[config.mk]
export PLATFORM = sky130hd
export DESIGN_NAME = rtc_prescaler
export DESIGN_NICKNAME = d
export VERILOG_FILES = /design/src/rtl/rtc_prsc_pkg.sv /design/src/rtl/rtc_prsc_divider.sv /design/src/rtl/rtc_prsc_ctlreg.sv /design/src/rtl/rtc_prsc_wave.sv /design/src/rtl/rtc_prescaler.sv
export SDC_FILE = /design/constraint.sdc
export NUM_CORES = 1
export LEC_CHECK = 0
export ABC_AREA = 1
export CAP_MARGIN = 20
export CORE_UTILIZATION = 50
export DETAILED_ROUTE_END_ITERATION = 6
export PLACE_DENSITY = 0.81
export SYNTH_ARGS = -nofsm -noshare
export SYNTH_HDL_FRONTEND = slang
export SYNTH_SLANG_ARGS = --single-unit
[constraint.sdc]
create_clock -name clk -period 1.74 [get_ports clk]
set_clock_uncertainty 0.15 [all_clocks]
set_input_delay 0.348 -clock clk [delete_from_list [all_inputs] [get_ports clk]]
set_output_delay 0.348 -clock clk [all_outputs]
set_load 0.02 [all_outputs]
[src/rtl/rtc_prsc_pkg.sv]
// Shared types and tap positions for the real-time clock prescaler.
// Assumes the divider input is a strobe at twice the oscillator rate,
// so divider bit k toggles at 65536 / 2^(k+1) Hz for the default width.
package rtc_prsc_pkg;

    typedef enum logic [1:0] {
        RATE_1HZ  = 2'b00,
        RATE_4K   = 2'b01,
        RATE_8K   = 2'b10,
        RATE_32K  = 2'b11
    } rate_e;

    typedef struct packed {
        logic  lvl;      // static level when the wave is off
        logic  osf;      // sticky oscillator-stop flag
        logic  wave_en;  // square-wave enable
        rate_e rate;     // rate code
    } ctl_t;

    // Bit positions in the host-visible control byte
    localparam int LVL_BIT  = 7;
    localparam int OSF_BIT  = 5;
    localparam int WEN_BIT  = 4;
    localparam int RATE_LSB = 0;

    // Divider bit feeding each rate code
    function automatic int tap_index(input int code, input int cnt_w);
        case (code)
            0:       return cnt_w - 1;
            1:       return 3;
            2:       return 2;
            default: return 0;
        endcase
    endfunction

    // Pack the control fields into the byte seen by the host
    function automatic logic [7:0] ctl_to_byte(input ctl_t c);
        logic [7:0] b;
        b = 8'h00;
        b[LVL_BIT]                = c.lvl;
        b[OSF_BIT]                = c.osf;
        b[WEN_BIT]                = c.wave_en;
        b[RATE_LSB+1:RATE_LSB]    = c.rate;
        return b;
    endfunction

endpackage

[src/rtl/rtc_prsc_divider.sv]
// Binary divider chain counting oscillator strobes.
// Assumes strobes are single-cycle. Clear has priority over counting.
// Produces every stage as a tap and a one-cycle tick on wrap to zero.
module rtc_prsc_divider #(
    parameter int CNT_W = 16
) (
    input  logic             clk,
    input  logic             rst_n,
    input  logic             strobe,
    input  logic             run,
    input  logic             clear,
    output logic [CNT_W-1:0] taps,
    output logic             tick
);
    localparam logic [CNT_W-1:0] CNT_MAX = '1;

    logic [CNT_W-1:0] cnt_q;
    logic             adv;

    // A strobe counts only while the oscillator is running and not halted
    assign adv = strobe && run;

    // Counter: cleared by a seconds write, advanced by qualified strobes
    always_ff @(posedge clk) begin
        if (!rst_n || clear) begin
            cnt_q <= '0;
        end else if (adv) begin
            cnt_q <= cnt_q + 1'b1;
        end
    end

    // Tick register: one pulse when the counter wraps from all-ones
    always_ff @(posedge clk) begin
        if (!rst_n) begin
            tick <= 1'b0;
        end else begin
            tick <= adv && !clear && (cnt_q == CNT_MAX);
        end
    end

    assign taps = cnt_q;

endmodule

[src/rtl/rtc_prsc_ctlreg.sv]
// Control byte for the square-wave pin plus the sticky stop flag.
// Assumes run is the qualified oscillator status. A falling run sets the
// flag, and the flag may only be cleared by software.
module rtc_prsc_ctlreg
    import rtc_prsc_pkg::*;
(
    input  logic       clk,
    input  logic       rst_n,
    input  logic       run,
    input  logic       wr,
    input  logic [7:0] wdata,
    output ctl_t       ctl,
    output logic [7:0] rdata
);
    logic run_q;
    logic stop_evt;

    // Previous-cycle run status, tracked through reset as well
    always_ff @(posedge clk) begin
        run_q <= run;
    end

    assign stop_evt = run_q && !run;

    // Writable fields: level, enable and rate load on a host write
    always_ff @(posedge clk) begin
        if (!rst_n) begin
            ctl.lvl     <= 1'b1;
            ctl.wave_en <= 1'b1;
            ctl.rate    <= RATE_32K;
        end else if (wr) begin
            ctl.lvl     <= wdata[LVL_BIT];
            ctl.wave_en <= wdata[WEN_BIT];
            ctl.rate    <= rate_e'(wdata[RATE_LSB+1:RATE_LSB]);
        end
    end

    // Stop flag: set on a stop event, cleared only by writing zero
    always_ff @(posedge clk) begin
        if (!rst_n) begin
            ctl.osf <= 1'b1;
        end else if (stop_evt) begin
            ctl.osf <= 1'b1;
        end else if (wr && !wdata[OSF_BIT]) begin
            ctl.osf <= 1'b0;
        end
    end

    assign rdata = ctl_to_byte(ctl);

endmodule

[src/rtl/rtc_prsc_wave.sv]
// Output selector for the square-wave pin.
// Assumes the taps come straight from the divider. The pin is registered
// so that it cannot glitch while the rate code or the divider changes.
module rtc_prsc_wave
    import rtc_prsc_pkg::*;
#(
    parameter int CNT_W = 16
) (
    input  logic             clk,
    input  logic             rst_n,
    input  logic [CNT_W-1:0] taps,
    input  ctl_t             ctl,
    output logic             sqw
);
    localparam int N_RATES = 4;

    logic [N_RATES-1:0] cand;
    logic               nxt;

    // One candidate wave per rate code, picked from the matching stage
    for (genvar i = 0; i < N_RATES; i++) begin : g_tap
        localparam int POS = tap_index(i, CNT_W);
        assign cand[i] = taps[POS];
    end

    // Choose between the selected wave and the static level
    always_comb begin
        nxt = ctl.wave_en ? cand[ctl.rate] : ctl.lvl;
    end

    // Pin register
    always_ff @(posedge clk) begin
        if (!rst_n) begin
            sqw <= 1'b0;
        end else begin
            sqw <= nxt;
        end
    end

endmodule

[src/rtl/rtc_prescaler.sv]
// Real-time clock prescaler: divides oscillator strobes into a one-second
// tick and a selectable square wave, and holds the pin control byte.
// Assumes osc_strobe pulses once per oscillator half period (CNT_W >= 5).
module rtc_prescaler #(
    parameter int CNT_W = 16
) (
    input  logic       clk,
    input  logic       rst_n,
    input  logic       osc_strobe,
    input  logic       osc_running,
    input  logic       clock_halt,
    input  logic       sec_load,
    input  logic       ctl_wr,
    input  logic [7:0] ctl_wdata,
    output logic [7:0] ctl_rdata,
    output logic       sec_tick,
    output logic       sqw_out
);
    import rtc_prsc_pkg::*;

    logic             run;
    logic [CNT_W-1:0] taps;
    ctl_t             ctl;

    // Oscillator counts only when running and not halted
    assign run = osc_running && !clock_halt;

    rtc_prsc_divider #(.CNT_W(CNT_W)) u_div (
        .clk    (clk),
        .rst_n  (rst_n),
        .strobe (osc_strobe),
        .run    (run),
        .clear  (sec_load),
        .taps   (taps),
        .tick   (sec_tick)
    );

    rtc_prsc_ctlreg u_ctl (
        .clk    (clk),
        .rst_n  (rst_n),
        .run    (run),
        .wr     (ctl_wr),
        .wdata  (ctl_wdata),
        .ctl    (ctl),
        .rdata  (ctl_rdata)
    );

    rtc_prsc_wave #(.CNT_W(CNT_W)) u_wave (
        .clk    (clk),
        .rst_n  (rst_n),
        .taps   (taps),
        .ctl    (ctl),
        .sqw    (sqw_out)
    );

endmodule

# Yosys cells after proc, flatten, opt, wreduce, memory -nomap -nowiden
# Index checks and enable logic that the tools add are counted.
[classes] addsub=1 order_cmp=1 n_eq_ne=1 muxes=3 bitwise=1 reduce_logical=13
[ops] op="$add 16x1->16 const B" n=1
[ops] op="$eq 16x16->1 const B" n=1
[ops] op="$logic_and 1x1->1" n=6
[ops] op="$logic_not 1->1" n=5
[ops] op="$lt 2x3->1 const B" n=1
[ops] op="$bmux 1 s2" n=1
[ops] op="$mux 1" n=2
[ops] op="$reduce_or 2->1" n=1
[ops] op="$logic_or 1x1->1" n=1
[ops] op="$not 1->1" n=1
[word_totals] ff_bits=24 inputBits=15 out_inout_bits=10 elab_cells=28

# Longest topological paths before layout
# Gate-level depths: netlist (run 1).
[logic_depth] word_depth=5 mapped_depth=8 depth_no_buf=7

# By module
# Synthesis (run 1) repeated with hierarchy kept, for this count alone.
[hier_totals] cells_unflattened=169 area_unflattened_um2=1223.7
[by_module_without_submodules] module="rtc_prsc_divider" instances=1 cells_per_inst=120 area_per_inst_um2=878.3 seq_area_each_um2=340.3
[by_module_without_submodules] module="rtc_prsc_ctlreg" instances=1 cells_per_inst=35 area_per_inst_um2=265.3 seq_area_each_um2=120.1
[by_module_without_submodules] module="rtc_prsc_wave" instances=1 cells_per_inst=12 area_per_inst_um2=70.1 seq_area_each_um2=20.0
[by_module_without_submodules] module="rtc_prescaler" instances=1 cells_per_inst=2 area_per_inst_um2=10.0 seq_area_each_um2=0.0

# Worst setup path before layout (run 1)
# OpenSTA, ideal clock, no wires.
[synth_timing] path_type="register to register" from="register u_div.cnt_q[1] (netlist: u_div.taps[1])" to="register u_div.cnt_q[8] (netlist: u_div.taps[8])" setup_time_ns=0.114 arrival_ns=1.045 t_required_ns=1.476 path_slack_ns=0.431 stages_incl_launch_ff=7 n_path_buf=0 period_less_slack_ns=1.309 cell_sequence="dfxtp_1 ha_1 nand3_1 nor2_4 nand2_2 xor2_1 nor2_1"
[synth_between] elab_chain_cells=1
[synth_rtl] element="from (decl)" line="rtc_prsc_divider.sv:17" text="logic [CNT_W-1:0] cnt_q;"
[synth_rtl] element="from (signal assigned)" line="rtc_prsc_divider.sv:28" text="cnt_q <= cnt_q + 1'b1;"
[synth_rtl] element="$add 16x1->16" line="rtc_prsc_divider.sv:28"
# Every way passes these cells.
# A chain may end at the register's enable or synchronous reset.

# Final worst setup path (run 1)
[layout_timing] from="register, netlist name u_ctl.ctl[2]" to="output port ctl_rdata[4]"
[layout_rtl] element="to (decl)" line="rtc_prescaler.sv:15" text="output logic [7:0] ctl_rdata,"
# No word-level cell between the ends.

==> results of run 1 <==
[layout by cell type, fill, tap and decap left out, drive strengths merged]
| cell type | n |
|---|---|
| a21oi | 11 |
| xor2 | 2 |
| clkdlybuf4s50 | 11 |
| o21bai | 2 |
| nand4 | 3 |
| nand3 | 20 |
| bufinv | 1 |
| nand2 | 43 |
| inv | 19 |
| ha | 1 |
| dlygate4sd2 | 7 |
| nor2 | 31 |
| conb | 3 |
| o211ai | 1 |
| o21ai | 5 |
| nor3 | 2 |
| dfxtp | 24 |
| clkbuf | 3 |
| buf | 4 |
| xnor2 | 1 |
[per-layer routing]
metal	global-route usage	share of wire
met1	0.222	0.44
met2	0.384	0.52
met3	0.0357	0.037
met4	0.0811	0.0064
met5	0	0
[stage by stage]
stage / cells / setup TNS, ps / power [mW] / setup WS, ps
2_1_floorplan: 174 / 0 / 0.641 / 431
3_3_place_gp: 218 / -73.2 / 0.698 / -37.4
3_5_place_dp: 218 / -448 / 0.701 / -75.0
4_1_cts: 222 / 0 / 1.10 / 146
5_1_grt: 222 / 0 / 1.13 / 115
6_report: 222 / 0 / 1.08 / 160
[final cells by class]
class	instances	area, sq um
Fill cell	213	777
Timing Repair Buffer	22	214
Clock buffer	3	22.5
Clock inverter	1	30.0
Inverter	19	71.3
Multi-Input combinational cell	125	624
Tap cell	28	35.0
Sequential cell	24	480
[power by group through the flow]
stage / Combinational [mW] / Sequential (mW) / Clock, mW
finish: 0.113 / 0.569 / 0.403
CTS: 0.114 / 0.569 / 0.416
detailed placement: 0.120 / 0.581 / 0
global placement: 0.118 / 0.580 / 0
global route: 0.124 / 0.570 / 0.439
floorplan: 0.0478 / 0.594 / 0
[worst paths after layout]
check,from,endpoint,slack (ps),cells past startpoint
worst max register to register,u_div.taps[1],u_div.taps[14],280,7
worst min-delay path,u_ctl.run_q,u_ctl.ctl[3],310,2
worst max-delay path,u_ctl.ctl[2],ctl_rdata[4],160,1
worst min register to register,u_ctl.run_q,u_ctl.ctl[3],310,2
[worst reg2reg max path: stages, from the launching register on]
cell	delay, ps
dfxtp_1	390
ha_1	250
nand3_1	140
nor2_4	140
nand2_2	100
nor2_1	100
nor2_1	40
nor2_1	90
[kinds of logic (layout without fill, tap and decap cells)]
kind of cell / count (synthesis) / count (layout)
AND/OR/NAND/NOR: 99 / 99
AO/OA/AOI/OAI: 19 / 19
adder cells (fa/ha/maj): 1 / 1
XOR/XNOR: 3 / 3
other: 1 / 3
buffers and inverters: 25 / 45
flip-flops: 24 / 24
[flip-flops by register name, summed over array words and instances (netlist names)]
| signal | cells |
|---|---|
| u_div.taps | 16 |
| u_wave.sqw | 1 |
| u_ctl.run_q | 1 |
| u_div.tick | 1 |
| u_ctl.ctl | 5 |
[repair_timing]
item	4_1_cts	5_1_grt
setup endpoints to repair	7	0
gates resized for setup	7	0
hold buffers	0	0
endpoints found under the hold margin	0	0
==> results.cfg, run 1 <==
[synthesis]
ys_seq_area_frac = 0.397
yosys.cell_count.top_type = nand2_1
synthDominantCellAreaShare = 0.397
synth_top_family_by_area = simple AND/OR/NAND/NOR gates
yosys-top-cells-count = 40 x nand2_1, 26 x nor2_1, 24 x dfxtp_1
synth_compound_area_frac = 0.0878
synth_cell_types = 26
syn_area_per_cell_sq_um = 7.04
ys.flop_type = dfxtp_1
synth_edf_count = 0
synth.area.mux_share = 0
synth-async-reset-ratio = 0
synth-simple-area-share = 0.386
synthTopCellsByArea = dfxtp_1 40%, nand2_1 12%, nor2_1 8.1%, nand3_1 7.9%, inv_1 5.3%
synth_warnings = 0
synth.largest_area_cell = dfxtp_1
synth_cells = 172
synth_xor_area_frac = 0.0217
ys_ff_latch = 24
synthesis.area_sq_mm = 0.00121
synthAdderAreaFrac = 0.0103

[die]
die_w_um = 51.2
die_area_sq_mm = 0.00262
rows = 17
initial_core_util = 0.537
core_sq_mm = 0.00225
die_h_um = 51.2
io_pins = 25

[timing]
setup_viol = 0
hold_slack_ps = 315
post-route-period-util = 0.908
slew_viol_final = 0
hold_viol_final = 0
post-route-min-period_ps = 1580
rsz0062_at_grt = false
clock.fmax_mhz = 633

[layout]
final_area_sq_mm = 0.00148
drive_gt1_frac = 0.108
final_util = 0.655
syn_to_final_growth_pct = 22.0
layout.nets = 211
diodes = 0

[power_and_ir_drop]
power.internal_uw = 848
clkPwrFrac = 0.371
p_leak_nw = 0.631
p_per_area_mw_per_mm2 = 734
peakVddDrop_v = 0.000626
power_switching_uw = 236
combPwrFrac = 0.104
pwr-share-seq = 0.524
switching_share = 0.218

[setup_path]
crit_fanout = 4
critPathCaptureType = output pin
critPathKind = reg -> out
critPathRequiredTime_ps = 1240
cp_cell_sequence = dlygate4sd2_1
critPathBufInv = 1
slowest_delay_ps = 400
cp.arrival_ps = 1080
startpoint_type = flip-flop
slowest_stage = dfxtp_1
crit_family = flip-flops

[clock_network]
clock_path_buffers = 2
cts_setup_buffers = 0
cts_root_buf = clkbuf_4
clock_sinks = 24
clk_latency_ps = 320
path_clk_slew_ps = 140
cts_tree = yes
cts_buffers = 3
cts_max_level = 1

[detailed_routing]
drtPass1Iterations = 4
wl_mm = 2.36
postRouteAntennaNets = 0
viasPerCell = 5.00
drtIter0Drc = 20
vias = 1111
remaining_drc_errors = 0
route.detailed.wl_per_inst_um = 10.6

[run]
drv_cap = 0

[global_routing]
grt_max_degree = 15
grt_pass1_wl_mm = 4.05
grt_antenna_before_repair = 0
grt_overflow_total = 0
first_global_vias = 1051
track_usage = 0.203

[worst_hold_path]
hp-class = reg -> reg

[place]
post-dp-hpwl_mm = 1.87
gp_congestion = 0.835
port_buffers = 18
placedInstanceArea_sq_mm = 0.00143

[status]
status = finished clean
Note: power is estimated with default switching activity, not from simulation.
==> run 2, diff against run 1 <==
Settings changed: ABC_CLOCK_PERIOD_IN_PS set to 1740.
==> results of run 2 <==
The final DEF is identical to that of run 1; final timing and power are the same.
